<file path="config.mk">
export PLATFORM = sky130hd
export DESIGN_NAME = mdio_frame_master
export DESIGN_NICKNAME = d
export VERILOG_FILES = /design/src/rtl/mdio_pkg.sv /design/src/rtl/mdio_phase_timer.sv /design/src/rtl/mdio_frame_ctrl.sv /design/src/rtl/mdio_bit_shifter.sv /design/src/rtl/mdio_frame_master.sv
export SDC_FILE = /design/constraint.sdc
export NUM_CORES = 1
export LEC_CHECK = 0
export BUFFER_PORTS_ARGS = -buffer_cell sky130_fd_sc_hd__buf_2
export CAP_MARGIN = 20
export CORE_AREA = 3 3 67 131
export CTS_BUF_LIST = sky130_fd_sc_hd__clkbuf_8
export DETAILED_ROUTE_END_ITERATION = 8
export DIE_AREA = 0 0 70 134
export GPL_TIMING_DRIVEN = 0
export PLACE_DENSITY = 0.8
export SLEW_MARGIN = 20
export SYNTH_ARGS = -nofsm -noshare
export SYNTH_HDL_FRONTEND = slang
export SYNTH_SLANG_ARGS = --single-unit
</file>
<file path="constraint.sdc">
create_clock -name clk -period 4 [get_ports clk]
set_input_delay 0.4 -clock clk [delete_from_list [all_inputs] [get_ports clk]]
set_output_delay 0.4 -clock clk [all_outputs]
set_load 0.02 [all_outputs]
</file>
<file path="src/rtl/mdio_pkg.sv">
package mdio_pkg;

  localparam int unsigned PRE_BITS  = 32;
  localparam int unsigned ADDR_W    = 5;
  localparam int unsigned DATA_W    = 16;
  localparam int unsigned HDR_BITS  = PRE_BITS + 2 + 2 + ADDR_W + ADDR_W;
  localparam int unsigned FRAME_W   = HDR_BITS + 2 + DATA_W;

  localparam logic [1:0] SOF_PAT   = 2'b01;
  localparam logic [1:0] OP_READ   = 2'b10;
  localparam logic [1:0] OP_WRITE  = 2'b01;
  localparam logic [1:0] TA_DRIVE  = 2'b10;

  typedef enum logic [2:0] {
    ST_IDLE,
    ST_SEND,
    ST_TURN,
    ST_RECV,
    ST_REL,
    ST_DONE
  } mdio_state_e;

  // Bits are left-aligned: bit FRAME_W-1 goes out first.
  function automatic logic [FRAME_W-1:0] build_frame(
    input logic              wr,
    input logic [ADDR_W-1:0] phy,
    input logic [ADDR_W-1:0] regad,
    input logic [DATA_W-1:0] wd
  );
    logic [FRAME_W-1:0] f;
    if (wr) f = {{PRE_BITS{1'b1}}, SOF_PAT, OP_WRITE, phy, regad, TA_DRIVE, wd};
    else    f = {{PRE_BITS{1'b1}}, SOF_PAT, OP_READ, phy, regad, {(2 + DATA_W){1'b0}}};
    return f;
  endfunction

endpackage

</file>
<file path="src/rtl/mdio_phase_timer.sv">
module mdio_phase_timer #(
  parameter int unsigned PHASE_CLKS = 100
) (
  input  logic clk,
  input  logic rst_n,
  input  logic run,
  output logic tick
);

  generate
    if (PHASE_CLKS <= 1) begin : g_direct
      assign tick = run;
    end else begin : g_count
      localparam int unsigned CW = $clog2(PHASE_CLKS);
      localparam logic [CW-1:0] LAST = CW'(PHASE_CLKS - 1);

      logic [CW-1:0] cnt_q;
      logic [CW-1:0] cnt_d;
      logic          cnt_en;
      logic          at_last;

      always_comb begin
        at_last = (cnt_q == LAST);
        cnt_en  = run || (cnt_q != '0);
        if (!run || at_last) cnt_d = '0;
        else                 cnt_d = cnt_q + 1'b1;
      end

      assign tick = run && at_last;

      always_ff @(posedge clk or negedge rst_n) begin
        if (!rst_n)      cnt_q <= '0;
        else if (cnt_en) cnt_q <= cnt_d;
      end
    end
  endgenerate

endmodule

</file>
<file path="src/rtl/mdio_frame_ctrl.sv">
module mdio_frame_ctrl
  import mdio_pkg::*;
(
  input  logic        clk,
  input  logic        rst_n,
  input  logic        start,
  input  logic        start_wr,
  input  logic        tick,
  output mdio_state_e state,
  output logic [1:0]  phase,
  output logic        run,
  output logic        shift_tx,
  output logic        sample_rx
);

  localparam int unsigned SLOT_W = $clog2(FRAME_W);
  localparam logic [SLOT_W-1:0] LAST_WR   = SLOT_W'(FRAME_W - 1);
  localparam logic [SLOT_W-1:0] LAST_RD   = SLOT_W'(HDR_BITS - 1);
  localparam logic [SLOT_W-1:0] LAST_RECV = SLOT_W'(DATA_W - 1);

  mdio_state_e       state_q, state_d;
  logic [1:0]        phase_q, phase_d;
  logic [SLOT_W-1:0] slot_q, slot_d;
  logic              wr_q, wr_d;
  logic              ctl_en;
  logic [SLOT_W-1:0] last_send;

  always_comb begin
    state_d   = state_q;
    phase_d   = phase_q;
    slot_d    = slot_q;
    wr_d      = wr_q;
    last_send = wr_q ? LAST_WR : LAST_RD;
    ctl_en    = (state_q != ST_IDLE) || start;
    case (state_q)
      ST_IDLE: begin
        if (start) begin
          state_d = ST_SEND;
          phase_d = '0;
          slot_d  = '0;
          wr_d    = start_wr;
        end
      end
      ST_SEND: begin
        if (tick) begin
          if (phase_q == 2'd2) begin
            phase_d = '0;
            if (slot_q == last_send) begin
              slot_d  = '0;
              state_d = wr_q ? ST_REL : ST_TURN;
            end else begin
              slot_d = slot_q + 1'b1;
            end
          end else begin
            phase_d = phase_q + 1'b1;
          end
        end
      end
      ST_TURN: begin
        if (tick) begin
          if (phase_q == 2'd2) begin
            phase_d = '0;
            slot_d  = '0;
            state_d = ST_RECV;
          end else begin
            phase_d = phase_q + 1'b1;
          end
        end
      end
      ST_RECV: begin
        if (tick) begin
          if (phase_q == 2'd1) begin
            phase_d = '0;
            if (slot_q == LAST_RECV) state_d = ST_DONE;
            else                     slot_d  = slot_q + 1'b1;
          end else begin
            phase_d = phase_q + 1'b1;
          end
        end
      end
      ST_REL: begin
        if (tick) state_d = ST_DONE;
      end
      ST_DONE: state_d = ST_IDLE;
      default: state_d = ST_IDLE;
    endcase
  end

  always_ff @(posedge clk or negedge rst_n) begin
    if (!rst_n) begin
      state_q <= ST_IDLE;
      phase_q <= '0;
      slot_q  <= '0;
      wr_q    <= 1'b0;
    end else if (ctl_en) begin
      state_q <= state_d;
      phase_q <= phase_d;
      slot_q  <= slot_d;
      wr_q    <= wr_d;
    end
  end

  assign state     = state_q;
  assign phase     = phase_q;
  assign run       = (state_q == ST_SEND) || (state_q == ST_TURN) ||
                     (state_q == ST_RECV) || (state_q == ST_REL);
  assign shift_tx  = (state_q == ST_SEND) && tick && (phase_q == 2'd2);
  assign sample_rx = (state_q == ST_RECV) && tick && (phase_q == 2'd0);

endmodule

</file>
<file path="src/rtl/mdio_bit_shifter.sv">
module mdio_bit_shifter
  import mdio_pkg::*;
(
  input  logic               clk,
  input  logic               rst_n,
  input  logic               load,
  input  logic [FRAME_W-1:0] load_frame,
  input  logic               shift_tx,
  input  logic               sample_rx,
  input  logic               rx_bit,
  output logic               tx_bit,
  output logic [DATA_W-1:0]  rx_data
);

  logic [FRAME_W-1:0] tx_q, tx_d;
  logic [DATA_W-1:0]  rx_q, rx_d;
  logic               tx_en, rx_en;

  always_comb begin
    tx_en = load || shift_tx;
    rx_en = load || sample_rx;
    if (load) tx_d = load_frame;
    else      tx_d = {tx_q[FRAME_W-2:0], 1'b0};
    if (load) rx_d = '0;
    else      rx_d = {rx_q[DATA_W-2:0], rx_bit};
  end

  always_ff @(posedge clk or negedge rst_n) begin
    if (!rst_n)     tx_q <= '0;
    else if (tx_en) tx_q <= tx_d;
  end

  always_ff @(posedge clk or negedge rst_n) begin
    if (!rst_n)     rx_q <= '0;
    else if (rx_en) rx_q <= rx_d;
  end

  assign tx_bit  = tx_q[FRAME_W-1];
  assign rx_data = rx_q;

endmodule

</file>
<file path="src/rtl/mdio_frame_master.sv">
module mdio_frame_master
  import mdio_pkg::*;
#(
  parameter int unsigned PHASE_CLKS = 100
) (
  input  logic        clk,
  input  logic        rst_n,
  input  logic        cmd_valid,
  input  logic        cmd_write,
  input  logic [4:0]  cmd_phy,
  input  logic [4:0]  cmd_reg,
  input  logic [15:0] cmd_wdata,
  output logic        busy,
  output logic        done,
  output logic [15:0] rd_data,
  output logic        mdc,
  output logic        mdio_o,
  output logic        mdio_oe,
  input  logic        mdio_i
);

  logic [1:0]         rst_pipe;
  logic               rst_sync_n;
  mdio_state_e        state;
  logic [1:0]         phase;
  logic               run, tick, shift_tx, sample_rx, accept, tx_bit;
  logic [FRAME_W-1:0] frame_vec;

  always_ff @(posedge clk or negedge rst_n) begin
    if (!rst_n) rst_pipe <= '0;
    else        rst_pipe <= {rst_pipe[0], 1'b1};
  end
  assign rst_sync_n = rst_pipe[1];

  assign accept    = cmd_valid && (state == ST_IDLE);
  assign frame_vec = build_frame(cmd_write, cmd_phy, cmd_reg, cmd_wdata);

  mdio_phase_timer #(.PHASE_CLKS(PHASE_CLKS)) u_timer (
    .clk   (clk),
    .rst_n (rst_sync_n),
    .run   (run),
    .tick  (tick)
  );

  mdio_frame_ctrl u_ctrl (
    .clk       (clk),
    .rst_n     (rst_sync_n),
    .start     (accept),
    .start_wr  (cmd_write),
    .tick      (tick),
    .state     (state),
    .phase     (phase),
    .run       (run),
    .shift_tx  (shift_tx),
    .sample_rx (sample_rx)
  );

  mdio_bit_shifter u_shift (
    .clk        (clk),
    .rst_n      (rst_sync_n),
    .load       (accept),
    .load_frame (frame_vec),
    .shift_tx   (shift_tx),
    .sample_rx  (sample_rx),
    .rx_bit     (mdio_i),
    .tx_bit     (tx_bit),
    .rx_data    (rd_data)
  );

  always_comb begin
    busy    = (state != ST_IDLE);
    done    = (state == ST_DONE);
    mdio_oe = (state == ST_SEND);
    mdio_o  = mdio_oe && tx_bit;
    case (state)
      ST_SEND, ST_TURN: mdc = (phase == 2'd1);
      ST_RECV:          mdc = (phase == 2'd0);
      default:          mdc = 1'b0;
    endcase
  end

endmodule

</file>
==> results.md <==
* Initial Utilization at 0.592
* Detailed Routing Iterations Pass 1 at 4
* Initial antenna violation count at 0
* Synth Flop Type: dfrtp_1
* Crit-path max cell delay at 0.47 ns
* Hold Fails Final Rpt at 0
* DIE WIDTH at 70 µm
* Sequential fraction of the synthesis area at 0.538
* TritonCTS clock tree: built
* Critical Path Stages at 6
* Commonest non-fill, non-tap cell in the layout: nand2_1
* Die area at 9380 µm²
* Crit Path Class: reg -> out
* Layout cell share with drive strength beyond 1 at 0.162
* CTS Buf Count at 9
* Worst skew pair latency at 0.38 ns
* Ys async rst share at 1.00
* Final Worst Setup Slack at 1.69 ns
* Post-synth EDFFs at 0
* Drc violations at 0
* Num rows at 46
* CP endpoint kind: output pin
* Peak VDD IR at 307 µV
* CTS clk-pin slew, worst paths at 0.10 ns
* Fmax at 0.434 GHz
* Synthesized-area fraction occupied by adder cells at 0.00798
* Cell Pwr Density at 331 nW/µm²
* Synth Area in Simple Gates at 0.266
* Most frequent cells in the layout: nand2_1 (142), dfrtp_1 (100), buf_2 (57)
* Crit path buffers/inverters at 3
* Crit path max fanout at 10
* Complex-gate fraction of the synthesized area at 0.112
* DR vias at 3913
* Final-report max-slew violation count at 0
* CP required at 3.60 ns
* CP Launch Type: flip-flop
* Diode count at 0
* Clock skew at 0.0112 ns
* Yosys cell types at 48
* Finished Layout Cells at 684
* Cell taking the most area after synthesis: dfrtp_1
* DP Cell Count at 667
* Final WL at 10.4 mm
* Slew Limit Headroom at 0.510
* Finished Core Util at 0.666
* NumNets Final at 617
* Largest cells by area after synthesis: dfrtp_1 (54%), nand2_1 (11%), nand3_1 (6.0%)
* Global-route wire length before repair at 18.0 mm
* Measured slew at the worst slew-check pin at 0.735 ns
* Post-synth top area share at 0.538
* Hold depth at 3
* Family with the most delay on the worst path: buffers and inverters
* Setup TNS at 0 ns
* Area Overhead vs Synth at 12.6%
* P_leak at 2.32 nW
* Final min period at 2.31 ns
* Largest net degree at the start of global routing at 58
* Fin crit share at 0.576
* Syn_area_per_cell at 9.04 µm²
* Die H at 134 µm
* Deepest clock path buffer count at 2
* Crit-path cells: buf_2 -> inv_1 -> nor3_1 -> a21oi_1 -> nor3_1 -> buf_2
* H-tree depth at 3
* Hold WC Path Type: in -> reg
* Synth Cell Area at 4700 µm²
* Synth Warn # at 0
* Setup violators final at 0
* 1st-iter DRT viols at 236
* Critical path's slowest cell: dfrtp_1
* Post_cts resized at 0
* Detail Route Antenna Nets at 0
* Placeable Area at 7940 µm²
* Synth Area in XOR/XNOR at 0.0112
* Design Area, Final at 5290 µm²
* # clock sinks at 101
* Final HPWL DP at 7.65 mm
* IO Pins at 52
* Post-Synthesis Cells at 520
* Vias in the first global route at 4014
* # port buffers at 50
* Status: finished clean
* CTS root buf: clkbuf_8
* GR Overflow Total at 0
* Multiplexer share of the synthesized area at 0.0237
* Dpl ws at 1.81 ns
* Reg2Reg Depth at 8
* RSZ-0062 raised after global routing: no
* Postcts setup bufs at 0
* Max-cap violations at 0
* Placed Area at 5100 µm²
* Net Count, Synth at 554
* WL per Instance at 15.3 µm
* Crit path DAT at 1.91 ns
* #FFs+latches synth at 101
* Largest family of logic cells by synthesized area: simple AND/OR/NAND/NOR gates
* All-Layer GR Usage at 0.236
* Hold-fix buffers, CTS at 1
* Via density at 5.72
* Global placement routability congestion at 0.907
## worst reg2reg max path: stages, from the launching register on
cell and delay (ns):
dfrtp_1 0.43, or3_1 0.38, buf_2 0.19, nor3_4 0.28
and2_1 0.18, buf_6 0.16, buf_6 0.16, mux2i_1 0.22
o21ai_1 0.08
## through the flow
stage	hold WS, ns	power (W)
after floorplan	0.104	0.00111
after global placement	0.184	0.00114
after detailed placement	0.185	0.00115
after CTS	0.211	0.00177
after global routing	0.229	0.00181
final	0.226	0.00175
## state kept, by name, indices dropped and copies added (netlist names)
| name | count |
|---|---|
| u_shift.tx_q | 64 |
| u_shift.rx_data | 16 |
| u_timer.g_count.cnt_q | 7 |
| u_ctrl.slot_q | 6 |
| u_ctrl.state | 3 |
| rst_pipe | 2 |
| u_ctrl.phase | 2 |
| u_ctrl.wr_q | 1 |
## cell families after synthesis
family | count (synthesis)
AO/OA/AOI/OAI | 85
XOR/XNOR | 6
adder cells (fa/ha/maj) | 3
buffers and inverters | 37
flip-flops | 101
multiplexers | 11
other | 1
AND/OR/NAND/NOR | 276
## where the power goes
| part | switching (W) | internal [W] | leakage (nW) | total [W] |
|---|---|---|---|---|
| Clock | 0.000387 | 0.000241 | 0.0931 | 0.000627 |
| Sequential | 0.0000222 | 0.00104 | 1.12 | 0.00106 |
| Combinational | 0.0000386 | 0.0000280 | 1.10 | 0.0000666 |
## layer usage
| metal | part of all wire | vias up | global-route usage |
|---|---|---|---|
| li1 | - | 1886 | - |
| met1 | 0.38 | 1910 | 0.262 |
| met2 | 0.56 | 100 | 0.439 |
| met3 | 0.040 | 17 | 0.0383 |
| met4 | 0.017 | 0 | 0.0970 |
| met5 | 0 | - | 0 |
## synth_stat cells, drive strengths merged, types with 3 or more instances
library cell and number:
xor2 3, mux2i 10, ha 3, or3 3, and3 5, a31oi 15
buf 15, nand2 142, xnor2 3, dfrtp 101, nor2 33, nor3b 3
o31ai 7, and2 5, nand3b 3, nor3 13, inv 4, a21oi 26
nand2b 5, nand3 56, clkbuf 17, a21o 5, o21ai 24
## layout make-up
cell class                      instances  area (µm²)
Clock inverter                          7        62.6
Timing Repair Buffer                   52         280
Multi-Input combinational cell        382        1980
Sequential cell                       101        2530
Fill cell                             656        2650
Tap cell                               96         120
Clock buffer                            9         124
Inverter                                5        18.8
Buffer                                 32         175
## worst paths after layout
check                                          from  slack (ns)          endpoint
hold reg to reg                         rst_pipe[0]        0.37       rst_pipe[1]
setup reg to reg           u_timer.g_count.cnt_q[3]        1.79  u_shift.tx_q[25]
setup / recovery                    u_ctrl.state[1]        1.69               mdc
max in group asynchronous               rst_pipe[1]        2.90   u_shift.tx_q[1]
min in group asynchronous                     rst_n        0.33       rst_pipe[1]
hold / removal                           cmd_reg[2]        0.23  u_shift.tx_q[20]
Power figures use the tool's default switching activity.
